--- src/rtl/i2cseq_pkg.sv ---
package i2cseq_pkg;

  typedef enum logic [2:0] {
    XS_IDLE, XS_WSTART, XS_WADDR1, XS_WADDR2, XS_WACK, XS_WDATA
  } xstate_t;

  typedef enum logic [3:0] {
    ACT_CONT, ACT_START, ACT_ADDR1, ACT_ADDR2, ACT_SEND,
    ACT_RECV, ACT_RECV_STOP, ACT_STOP, ACT_RESET_STOP
  } act_t;

  typedef enum logic [1:0] {
    RES_OK, RES_NODEV, RES_EIO, RES_TIMEOUT
  } res_t;

  typedef enum logic [2:0] {
    U_WAIT, U_STAT, U_DRD, U_DCAP, U_DWR, U_SRST, U_CTL
  } ustate_t;

  localparam logic [1:0] REG_DATA = 2'd0;
  localparam logic [1:0] REG_CTL  = 2'd1;
  localparam logic [1:0] REG_STAT = 2'd2;
  localparam logic [1:0] REG_SRST = 2'd3;

  localparam logic [7:0] CTL_EN    = 8'h01;
  localparam logic [7:0] CTL_IE    = 8'h02;
  localparam logic [7:0] CTL_ACK   = 8'h04;
  localparam logic [7:0] CTL_START = 8'h08;
  localparam logic [7:0] CTL_STOP  = 8'h10;

  localparam logic [7:0] ST_START     = 8'h08;
  localparam logic [7:0] ST_RESTART   = 8'h10;
  localparam logic [7:0] ST_WA_ACK    = 8'h18;
  localparam logic [7:0] ST_WA_NACK   = 8'h20;
  localparam logic [7:0] ST_WD_ACK    = 8'h28;
  localparam logic [7:0] ST_WD_NACK   = 8'h30;
  localparam logic [7:0] ST_RA_ACK    = 8'h40;
  localparam logic [7:0] ST_RA_NACK   = 8'h48;
  localparam logic [7:0] ST_RD_ACK    = 8'h50;
  localparam logic [7:0] ST_RD_NACK   = 8'h58;
  localparam logic [7:0] ST_WA2_ACK   = 8'hD0;
  localparam logic [7:0] ST_RA2_ACK   = 8'hE0;

endpackage

--- src/rtl/i2cseq_addr.sv ---
module i2cseq_addr (
  input  logic [9:0] addr,
  input  logic       ten,
  input  logic       rd,
  input  logic       rev,
  output logic [7:0] first_byte,
  output logic [7:0] second_byte
);
  logic dir;

  always_comb begin
    dir = rd ^ rev;
    if (ten) begin
      first_byte  = {5'b11110, addr[9:8], dir};
      second_byte = addr[7:0];
    end else begin
      first_byte  = {addr[6:0], dir};
      second_byte = 8'h00;
    end
  end
endmodule

--- src/rtl/i2cseq_decode.sv ---
module i2cseq_decode
  import i2cseq_pkg::*;
#(
  parameter int LEN_W = 8
) (
  input  logic [7:0]       status,
  input  logic             ten,
  input  logic [LEN_W-1:0] left,
  input  logic             sent_any,
  input  logic             abort,
  output act_t             act,
  output xstate_t          nxt,
  output logic             dec_left,
  output logic             clr_ack,
  output logic             fail,
  output res_t             fail_res
);
  localparam logic [LEN_W-1:0] ONE = LEN_W'(1);
  localparam logic [LEN_W-1:0] TWO = LEN_W'(2);

  always_comb begin
    act      = ACT_RESET_STOP;
    nxt      = XS_IDLE;
    dec_left = 1'b0;
    clr_ack  = 1'b0;
    fail     = 1'b0;
    fail_res = RES_EIO;
    case (status)
      ST_START, ST_RESTART: begin
        act = ACT_ADDR1;
        nxt = XS_WADDR1;
      end
      ST_WA_ACK, ST_WA2_ACK, ST_WD_ACK: begin
        if (status == ST_WA_ACK && ten) begin
          act = ACT_ADDR2;
          nxt = XS_WADDR2;
        end else if (left == '0 || (abort && sent_any)) begin
          act = ACT_STOP;
        end else begin
          act      = ACT_SEND;
          nxt      = XS_WACK;
          dec_left = 1'b1;
        end
      end
      ST_RA_ACK, ST_RA2_ACK: begin
        if (status == ST_RA_ACK && ten) begin
          act = ACT_ADDR2;
          nxt = XS_WADDR2;
        end else if (left == '0) begin
          act = ACT_STOP;
        end else begin
          act     = ACT_CONT;
          nxt     = XS_WDATA;
          clr_ack = (left == ONE) || abort;
        end
      end
      ST_RD_ACK: begin
        act      = ACT_RECV;
        nxt      = XS_WDATA;
        dec_left = 1'b1;
        clr_ack  = (left == TWO) || abort;
      end
      ST_RD_NACK: act = ACT_RECV_STOP;
      ST_WA_NACK, ST_WD_NACK, ST_RA_NACK: begin
        act      = ACT_STOP;
        fail     = 1'b1;
        fail_res = RES_NODEV;
      end
      default: begin
        act  = ACT_RESET_STOP;
        fail = 1'b1;
      end
    endcase
  end
endmodule

--- src/rtl/i2cseq_wdog.sv ---
module i2cseq_wdog #(
  parameter int TO_W = 16
) (
  input  logic            clk,
  input  logic            rst_n,
  input  logic            run,
  input  logic            clear,
  input  logic [TO_W-1:0] limit,
  output logic            warn,
  output logic            kill
);
  logic [TO_W-1:0] cnt_q, cnt_d;
  logic            stage_q, stage_d;
  logic            kill_q, kill_d;
  logic            hit;

  always_comb begin
    hit     = run && !kill_q && (cnt_q == limit - 1'b1);
    cnt_d   = cnt_q;
    stage_d = stage_q;
    kill_d  = kill_q;
    if (clear) begin
      cnt_d   = '0;
      stage_d = 1'b0;
      kill_d  = 1'b0;
    end else if (run && !kill_q) begin
      if (hit) begin
        cnt_d = '0;
        if (stage_q) kill_d  = 1'b1;
        else         stage_d = 1'b1;
      end else begin
        cnt_d = cnt_q + 1'b1;
      end
    end
  end

  always_ff @(posedge clk or negedge rst_n) begin
    if (!rst_n) begin
      cnt_q   <= '0;
      stage_q <= 1'b0;
      kill_q  <= 1'b0;
    end else begin
      cnt_q   <= cnt_d;
      stage_q <= stage_d;
      kill_q  <= kill_d;
    end
  end

  assign warn = hit && !clear && !stage_q;
  assign kill = kill_q;

  AST_KILL_HOLDS: assert property (@(posedge clk) disable iff (!rst_n)
    (kill && !clear) |=> kill);
endmodule

--- src/rtl/i2c_xfer_seq.sv ---
module i2c_xfer_seq
  import i2cseq_pkg::*;
#(
  parameter int LEN_W = 8,
  parameter int TO_W  = 16
) (
  input  logic             clk,
  input  logic             rst_n,
  input  logic             start,
  input  logic [9:0]       tgt_addr,
  input  logic             ten_bit,
  input  logic             rd,
  input  logic             rev_dir,
  input  logic             no_start,
  input  logic [LEN_W-1:0] xfer_len,
  input  logic             abort_req,
  input  logic [TO_W-1:0]  timeout_lim,
  input  logic [7:0]       tx_data,
  output logic             tx_pop,
  output logic [7:0]       rx_data,
  output logic             rx_valid,
  input  logic             eng_irq,
  output logic             bus_wr,
  output logic             bus_rd,
  output logic [1:0]       bus_addr,
  output logic [7:0]       bus_wdata,
  input  logic [7:0]       bus_rdata,
  output logic             busy,
  output logic             done,
  output logic [1:0]       result
);
  ustate_t          us_q, us_d;
  xstate_t          xs_q, xs_d;
  act_t             act_q, act_d;
  res_t             res_q, res_d;
  logic [LEN_W-1:0] left_q, left_d;
  logic             sent_q, sent_d;
  logic             abort_q, abort_d;
  logic             toab_q, toab_d;
  logic [7:0]       ctl_q, ctl_d;
  logic [9:0]       addr_q, addr_d;
  logic             ten_q, ten_d, rd_q, rd_d, rev_q, rev_d;

  logic [7:0] a1, a2, ctl_word;
  act_t       dec_act;
  xstate_t    dec_nxt;
  logic       dec_left, dec_clr, dec_fail, stopping, accept;
  res_t       dec_res;
  logic       wd_warn, wd_kill;

  i2cseq_addr u_addr (
    .addr(addr_q), .ten(ten_q), .rd(rd_q), .rev(rev_q),
    .first_byte(a1), .second_byte(a2)
  );

  i2cseq_decode #(.LEN_W(LEN_W)) u_dec (
    .status(bus_rdata), .ten(ten_q), .left(left_q), .sent_any(sent_q),
    .abort(abort_q), .act(dec_act), .nxt(dec_nxt), .dec_left(dec_left),
    .clr_ack(dec_clr), .fail(dec_fail), .fail_res(dec_res)
  );

  i2cseq_wdog #(.TO_W(TO_W)) u_wdog (
    .clk(clk), .rst_n(rst_n), .run(busy), .clear(accept),
    .limit(timeout_lim), .warn(wd_warn), .kill(wd_kill)
  );

  assign busy     = (xs_q != XS_IDLE);
  assign accept   = (us_q == U_WAIT) && !busy && start;
  assign stopping = (act_q == ACT_STOP) || (act_q == ACT_RECV_STOP) ||
                    (act_q == ACT_RESET_STOP);

  always_comb begin
    ctl_word = ctl_q;
    if (act_q == ACT_RESET_STOP) ctl_word = CTL_EN | CTL_STOP;
    else if (stopping)           ctl_word = (ctl_q & ~CTL_IE) | CTL_STOP;
    else if (act_q == ACT_START) ctl_word = ctl_q | CTL_START;
  end

  // Bus and stream outputs decoded from the micro-state
  always_comb begin
    bus_wr    = 1'b0;
    bus_rd    = 1'b0;
    bus_addr  = REG_DATA;
    bus_wdata = 8'h00;
    case (us_q)
      U_WAIT: if (busy && !wd_kill && eng_irq) begin
        bus_rd   = 1'b1;
        bus_addr = REG_STAT;
      end
      U_DRD:  bus_rd = 1'b1;
      U_DWR: begin
        bus_wr    = 1'b1;
        bus_wdata = (act_q == ACT_ADDR1) ? a1 :
                    (act_q == ACT_ADDR2) ? a2 : tx_data;
      end
      U_SRST: begin
        bus_wr   = 1'b1;
        bus_addr = REG_SRST;
      end
      U_CTL: begin
        bus_wr    = 1'b1;
        bus_addr  = REG_CTL;
        bus_wdata = ctl_word;
      end
      default: ;
    endcase
  end

  assign tx_pop   = (us_q == U_DWR) && (act_q == ACT_SEND);
  assign rx_valid = (us_q == U_DCAP);
  assign rx_data  = bus_rdata;
  assign done     = (us_q == U_CTL) && stopping && busy;
  assign result   = res_q;

  // Next-state logic
  always_comb begin
    us_d = us_q;     xs_d = xs_q;     act_d = act_q;   res_d = res_q;
    left_d = left_q; sent_d = sent_q; abort_d = abort_q; toab_d = toab_q;
    ctl_d = ctl_q;   addr_d = addr_q; ten_d = ten_q;   rd_d = rd_q;
    rev_d = rev_q;
    if (busy && abort_req) abort_d = 1'b1;
    if (wd_warn) begin
      abort_d = 1'b1;
      toab_d  = 1'b1;
    end
    case (us_q)
      U_WAIT: begin
        if (!busy) begin
          if (start) begin
            addr_d  = tgt_addr;
            ten_d   = ten_bit;
            rd_d    = rd;
            rev_d   = rev_dir;
            left_d  = xfer_len;
            sent_d  = 1'b0;
            abort_d = 1'b0;
            toab_d  = 1'b0;
            ctl_d   = CTL_EN | CTL_IE | CTL_ACK;
            res_d   = RES_OK;
            if (no_start && rd) begin
              act_d = ACT_CONT;
              xs_d  = XS_WDATA;
              us_d  = U_CTL;
            end else if (no_start) begin
              act_d  = ACT_SEND;
              xs_d   = XS_WACK;
              left_d = xfer_len - 1'b1;
              us_d   = U_DWR;
            end else begin
              act_d = ACT_START;
              xs_d  = XS_WSTART;
              us_d  = U_CTL;
            end
          end else if (eng_irq) begin
            act_d = ACT_STOP;
            us_d  = U_CTL;
          end
        end else if (wd_kill) begin
          act_d = ACT_RESET_STOP;
          res_d = RES_TIMEOUT;
          us_d  = U_SRST;
        end else if (eng_irq) begin
          us_d = U_STAT;
        end
      end
      U_STAT: begin
        act_d = dec_act;
        xs_d  = dec_nxt;
        if (dec_left) left_d = left_q - 1'b1;
        if (dec_clr)  ctl_d  = ctl_q & ~CTL_ACK;
        if (dec_fail) res_d = dec_res;
        else          res_d = toab_q ? RES_TIMEOUT : RES_OK;
        if (dec_nxt == XS_IDLE) xs_d = xs_q;  // leave idle at the stop write
        case (dec_act)
          ACT_ADDR1, ACT_ADDR2, ACT_SEND: us_d = U_DWR;
          ACT_RECV, ACT_RECV_STOP:        us_d = U_DRD;
          ACT_RESET_STOP:                 us_d = U_SRST;
          default:                        us_d = U_CTL;
        endcase
      end
      U_DRD:  us_d = U_DCAP;
      U_DCAP: begin
        sent_d = 1'b1;
        us_d   = U_CTL;
      end
      U_DWR: begin
        if (act_q == ACT_SEND) sent_d = 1'b1;
        us_d = U_CTL;
      end
      U_SRST: us_d = U_CTL;
      U_CTL: begin
        if (stopping) begin
          xs_d  = XS_IDLE;
          ctl_d = ctl_q & ~CTL_IE;
        end
        us_d = U_WAIT;
      end
      default: us_d = U_WAIT;
    endcase
  end

  always_ff @(posedge clk or negedge rst_n) begin
    if (!rst_n) begin
      us_q <= U_WAIT;   xs_q <= XS_IDLE;  act_q <= ACT_CONT; res_q <= RES_OK;
      left_q <= '0;     sent_q <= 1'b0;   abort_q <= 1'b0;   toab_q <= 1'b0;
      ctl_q <= 8'h00;   addr_q <= '0;     ten_q <= 1'b0;     rd_q <= 1'b0;
      rev_q <= 1'b0;
    end else begin
      us_q <= us_d;     xs_q <= xs_d;     act_q <= act_d;    res_q <= res_d;
      left_q <= left_d; sent_q <= sent_d; abort_q <= abort_d; toab_q <= toab_d;
      ctl_q <= ctl_d;   addr_q <= addr_d; ten_q <= ten_d;    rd_q <= rd_d;
      rev_q <= rev_d;
    end
  end

  AST_ONE_BUS_OP: assert property (@(posedge clk) disable iff (!rst_n)
    !(bus_wr && bus_rd));
  AST_DONE_WITH_STOP: assert property (@(posedge clk) disable iff (!rst_n)
    done |-> (bus_wr && bus_addr == REG_CTL && bus_wdata[4]));
  AST_POP_ON_DATA: assert property (@(posedge clk) disable iff (!rst_n)
    tx_pop |-> (bus_wr && bus_addr == REG_DATA));
  AST_RX_AFTER_READ: assert property (@(posedge clk) disable iff (!rst_n)
    rx_valid |-> $past(bus_rd && bus_addr == REG_DATA));
  AST_EIO_AFTER_RESET: assert property (@(posedge clk) disable iff (!rst_n)
    (done && result == 2'd2) |-> $past(bus_wr && bus_addr == REG_SRST));
  AST_IRQ_READS_STATUS: assert property (@(posedge clk) disable iff (!rst_n)
    (bus_rd && bus_addr == REG_STAT) |=> (us_q == U_STAT));
endmodule

--- config.mk ---
export PLATFORM = sky130hd
export DESIGN_NAME = i2c_xfer_seq
export DESIGN_NICKNAME = d
export VERILOG_FILES = /design/src/rtl/i2cseq_pkg.sv /design/src/rtl/i2cseq_addr.sv /design/src/rtl/i2cseq_decode.sv /design/src/rtl/i2cseq_wdog.sv /design/src/rtl/i2c_xfer_seq.sv
export SDC_FILE = /design/constraint.sdc
export NUM_CORES = 1
export LEC_CHECK = 0
export BUFFER_PORTS_ARGS = -buffer_cell sky130_fd_sc_hd__buf_2
export CAP_MARGIN = 30
export CELL_PAD_IN_SITES_DETAIL_PLACEMENT = 1
export CELL_PAD_IN_SITES_GLOBAL_PLACEMENT = 1
export CORE_MARGIN = 4
export CORE_UTILIZATION = 42
export DETAILED_ROUTE_END_ITERATION = 10
export PLACE_DENSITY = 0.9
export SETUP_SLACK_MARGIN = 0.5
export SLEW_MARGIN = 0
export SYNTH_ARGS = -nofsm -noshare
export SYNTH_HDL_FRONTEND = slang
export SYNTH_SLANG_ARGS = --single-unit
--- constraint.sdc ---
create_clock -name clk -period 2.4 [get_ports clk]
set_input_delay 0 -clock clk [delete_from_list [all_inputs] [get_ports clk]]
set_output_delay 0 -clock clk [all_outputs]
set_load 0.005 [all_outputs]
---- Yosys cells after proc, flatten, opt, wreduce, memory -nomap -nowiden ----
Index checks and enable logic that the tools add are counted.
W data, S select, Z words.
storage, ports and cells
  register bits ........................... 62
  output and inout bits ................... 26
cells by class
  $add $sub $neg .......................... 4
  eq/ne operators ......................... 45
  mux-type cells .......................... 93
  bitwise operators ....................... 4
  reductions and logical operators ........ 56
operators by type and width
  kind                     number
  $mux W8                  12
  $mux W3                  19
  $mux W16                 3
  $eq A8 B7 Y1 const B     4
  $pmux W8 S2              2
  $mux W4                  7
  $mux W1                  25
  $eq A4 B3 Y1 const B     6
  $eq A8 B6 Y1 const B     3
  $pmux W3 S4              2
  $pmux W4 S6              1
  $pmux W8 S3              1
  $mux W2                  11
  $reduce_and A5 Y1        4
  $pmux W3 S3              2
  $add A16 B1 Y16 const B  1
  $eq A16 B16 Y1           1
  $eq A4 B2 Y1 const B     4
  $eq A8 B5 Y1 const B     2
  $eq A8 B8 Y1 const B     2
  $sub A16 B1 Y16 const B  1
  $sub A8 B1 Y8 const B    2
  $logic_and A1 B1 Y1      15
  $reduce_or A3 Y1         5
  other kinds (33)         67

---- Longest topological paths before layout ----
  depth after elaboration ................. 11
  gate-level depth with buffers ........... 9
  mapped depth without buffers ............ 8

---- Cells and area by module ----
A second synthesis with hierarchy kept.
second synthesis, totals
  cell total of the unflattened synthesis .. 553
  area total of the unflattened synthesis .. 4,684.5 um^2
by module, submodules not included
  module         times used  cells an instance  area an instance (um^2)  seq. area each (um^2)
  i2c_xfer_seq   1           286                2,572.5                  975.9
  i2cseq_wdog    1           164                1,437.6                  450.4
  i2cseq_decode  1           85                 533.0                    0.0
  i2cseq_addr    1           18                 141.4                    0.0

---- Worst setup path after synthesis ----
Ideal clock, no wire load.
  kind .................................... reg-to-reg
  from .................................... reg us_q[2]
  to ...................................... reg xs_q[0]
  setup time .............................. 0.125 ns
  arrival time ............................ 2.125 ns
  data required time ...................... 2.275 ns
  setup slack ............................. 0.150 ns
  cell stages (with the launch flop) ...... 8
  buffers on the path ..................... 1
  path through ............................ dfrtp_1 > clkbuf_1 > or3b_2 > a221oi_1 > nand4_1 > a221oi_1 > o21a_1 > mux2_2
between the ends
  cells in the longest elaborated chain, start to end .. 3
  elaborated cells between the ends (all ways) .. 10
ends and longest elaborated chain
  element                                                              line                 source
  start: declaration                                                   i2c_xfer_seq.sv:32   ustate_t us_q, us_d;
  start signal: assignment                                             i2c_xfer_seq.sv:209  us_q <= us_d; xs_q <= xs_d; act_q <= act_d; res_q <= res_d;
  $eq A3 B1 Y1, or another cell as far along                           i2c_xfer_seq.sv:126  case (us_q)
  $ne A2 B2 Y1 (no source line) or $reduce_bool A3 Y1 (tied branches)  --
  $reduce_and A5 Y1 (no source line)                                   --
  end signal: assignment                                               i2c_xfer_seq.sv:209
  end: declaration                                                     i2c_xfer_seq.sv:33   xstate_t xs_q, xs_d;
Several ways; a longest one is shown, not always the timed one.
A chain may end at the register's enable or synchronous reset.

---- Worst setup path after layout ----
  from .................................... reg xs_q[1]
  to ...................................... reg act_q[2]
between the ends
  cells in the longest elaborated chain, start to end .. 3
  elaborated cells between the ends (all ways) .. 6
ends and longest elaborated chain
  element                                                            line                 source
  $reduce_bool A3 Y1 (*)                                             i2c_xfer_seq.sv:67   assign busy = (xs_q != XS_IDLE);
  $ne A4 B4 Y1 (no source line), or another cell as far along        --
  $reduce_and A3 Y1 (no source line) or $pmux W4 S2 (tied branches)  --
  end signal: assignment                                             i2c_xfer_seq.sv:209
  end: declaration                                                   i2c_xfer_seq.sv:34   act_t act_q, act_d;
Mark *: on every way between the ends. The rest lies on a longest branch, timed or not.

==> impl_metrics.env <==
export IMPL_status="completed"
export IMPL_synth_edf_count=0
export IMPL_slew_headroom=0.572
export IMPL_synth_seq_area_share=0.312
export IMPL_vias=5407
export IMPL_core_area_um2=10500
export IMPL_clock_sinks=57
export IMPL_grt_max_degree=35
export IMPL_path_clk_slew_ps=70
export IMPL_wl_per_cell_um=24.4
export IMPL_holdWs_ps=19.2
export IMPL_synth_top_flop_cell="dfrtp_1"
export IMPL_leakage_nw=2.67
export IMPL_synthesis_nets=639
export IMPL_crit_type="reg -> reg"
export IMPL_fin_util=0.601
export IMPL_first_pass_iters=5
export IMPL_mostFrequentLayoutCells="84 x buf_2, 72 x nand2_1, 50 x dfrtp_1"
export IMPL_grt_pass1_vias=5470
export IMPL_syn_to_final_growth_pct=37.4
export IMPL_syn_avg_cell_area_um2=7.97
export IMPL_layout_drive_gt1_share=0.342
export IMPL_die_y_um=112
export IMPL_nFillCells=1265
export IMPL_finalSetupViolCount=0
export IMPL_yosysWarnings=0
export IMPL_end_kind="flip-flop"
export IMPL_hold_path_class="in -> reg"
export IMPL_drcViolationCount=0
export IMPL_fin_skew_ps=8.08
export IMPL_grt_ovfl_total=0
export IMPL_mostFrequentLayoutCell="buf_2"
export IMPL_portBuffers=84
export IMPL_cts_tree="yes"
export IMPL_start_kind="flip-flop"
export IMPL_min_period_ps=2270
export IMPL_synth_distinct_cells=74
export IMPL_stdcell_area_um2=6280
export IMPL_path_max_fanout=8
export IMPL_startpoint="xs_q[1]$_DFFE_PN0P_"
export IMPL_finalHoldViolations=0
export IMPL_htree_levels=3
export IMPL_dieArea_um2=12600
export IMPL_worstPathArrival_ps=2500
export IMPL_die_x_um=112
export IMPL_routed_via_density=6.38
export IMPL_async_flop_share=1.00
export IMPL_rows=37
export IMPL_reg2reg_slack_ps=130
export IMPL_rsz0062_at_grt="true"
export IMPL_fin_nets=771
export IMPL_worst_pin_slew_ps=638
export IMPL_syn_inst=574
export IMPL_cts_root_buf="clkbuf_8"
export IMPL_postPlaceCellArea_um2=5300
export IMPL_grt_antenna_before_repair=1
export IMPL_clk_latency_ps=350
export IMPL_post_dp_hpwl_um=11600
export IMPL_r2r_cells=6
export IMPL_place_congestion=0.901
export IMPL_cellPowerDensity_nw_per_um2=1070
export IMPL_drv_slew=0
export IMPL_whs_path_depth=3
export IMPL_grtUsageTotal=0.285
export IMPL_fmax_mhz=440
export IMPL_period_share=0.947
export IMPL_cap_violations=0
export IMPL_wirelength_um=20700
export IMPL_drtAntennaViolNets=0
export IMPL_cts_max_path_buffers=2
export IMPL_syn_area_um2=4570
export IMPL_ys_ff_latch=57
export IMPL_reg2reg_from="xs_q[1]$_DFFE_PN0P_"
export IMPL_drtIter0Drc=569
export IMPL_critPathRequiredTime_ps=2630
export IMPL_grt_first_pass_wirelength_um=29100
export IMPL_min_from="abort_req"
export IMPL_cts_buffers=9
export IMPL_io_pins=85
export IMPL_initial_core_util=0.437
export IMPL_irDropWorstVdd_mv=0.497
## cells in the mapped netlist, drive strengths merged (6+ instances only)
cell type | count | area [um^2]
nor3 | 45 | 230
clkbuf | 26 | 97.6
nand4 | 14 | 93.8
nor4 | 8 | 80.1
nand3 | 20 | 100
nand2 | 73 | 274
a2bb2oi | 8 | 70.1
ha | 6 | 75.1
mux2i | 6 | 60.1
a21oi | 20 | 104
xor2 | 22 | 193
inv | 25 | 93.8
nand2b | 6 | 37.5
o22ai | 6 | 37.5
a211oi | 9 | 72.6
nor2 | 43 | 161
o211ai | 6 | 45.0
buf | 14 | 106
xnor2 | 25 | 219
dfrtp | 57 | 1430
o21ai | 41 | 205
## logic make-up after synthesis
| logic type | count (synthesis) | synth area share |
|---|---|---|
| AND/OR/NAND/NOR | 251 | 0.288 |
| XOR/XNOR | 48 | 0.0949 |
| AO/OA/AOI/OAI | 136 | 0.202 |
| flip-flops | 57 | 0.312 |
| adder cells (fa/ha/maj) | 7 | 0.0186 |
| buffers and inverters | 67 | 0.0667 |
| multiplexers | 8 | 0.0181 |
## worst paths after layout
kind / to
min in group asynchronous: u_wdog.cnt_q[10]$_DFFE_PN0P_
min reg2reg: addr_q[8]$_DFFE_PN0P_
max: act_q[2]$_DFFE_PN0P_
max in group asynchronous: left_q[3]$_DFFE_PN0P_
max reg2reg: act_q[2]$_DFFE_PN0P_
min: abort_q$_DFF_PN0_
## stage by stage
step                power (mW)  instances  setup TNS (ps)  worst slack (ps)
floorplan                 3.54        574               0               324
global placement          4.30        781               0               175
detailed placement        4.50        781            -108             -35.4
CTS                       5.87        826               0               241
global route              7.06        848               0              83.5
finish                    6.76        848               0               127
## per-layer routing
layer	wire length (um)	global-route usage	share of wire	vias to the layer above
li1	-	-	-	2327
met1	7950	0.356	0.38	2635
met2	9980	0.484	0.48	336
met3	1520	0.0550	0.074	109
met4	1240	0.118	0.060	0
met5	0	0	0	-
## report_power, final
part	internal [mW]	switching, mW	total (mW)	leakage (nW)
logic	1.63	2.19	3.82	1.87
registers	1.34	0.533	1.88	0.694
clock network	0.616	0.444	1.06	0.107
## layout make-up
type / count / area [um^2] / share of cell area
flip-flops and latches: 57 / 1440 / 0.228
repair buffers: 160 / 1120 / 0.178
well taps: 136 / 170 / 0.0271
clock inverters: 4 / 76.3 / 0.0121
inverters: 27 / 119 / 0.0189
multi-input cells: 451 / 3220 / 0.512
diodes: 1 / 2.50 / 0.000398
clock buffers: 12 / 145 / 0.0231
## timing repair
action / CTS / global route
cloned: 0 / 1
setup buffers: 15 / 20
hold endpoints to repair: 70 / 0
hold buffers: 14 / 0
pin swaps: 9 / 12
setup endpoints to repair: 53 / 59
resized for setup: 37 / 38
## critical path: stages, from the launching register on
cell and delay (ps):
dfrtp_1 430, nor3_4 340, buf_4 240, clkinv_2 180
a211oi_1 550, a21oi_1 110, o21ai_0 300
## registers in the layout (all words and copies together), names as in the netlist, 2 cells and up
| register | cells |
|---|---|
| u_wdog.cnt_q | 16 |
| addr_q | 10 |
| left_q | 8 |
| act_q | 4 |
| ctl_q | 3 |
| us_q | 3 |
| xs_q | 3 |
| result | 2 |
Power figures use the tool's default switching activity.
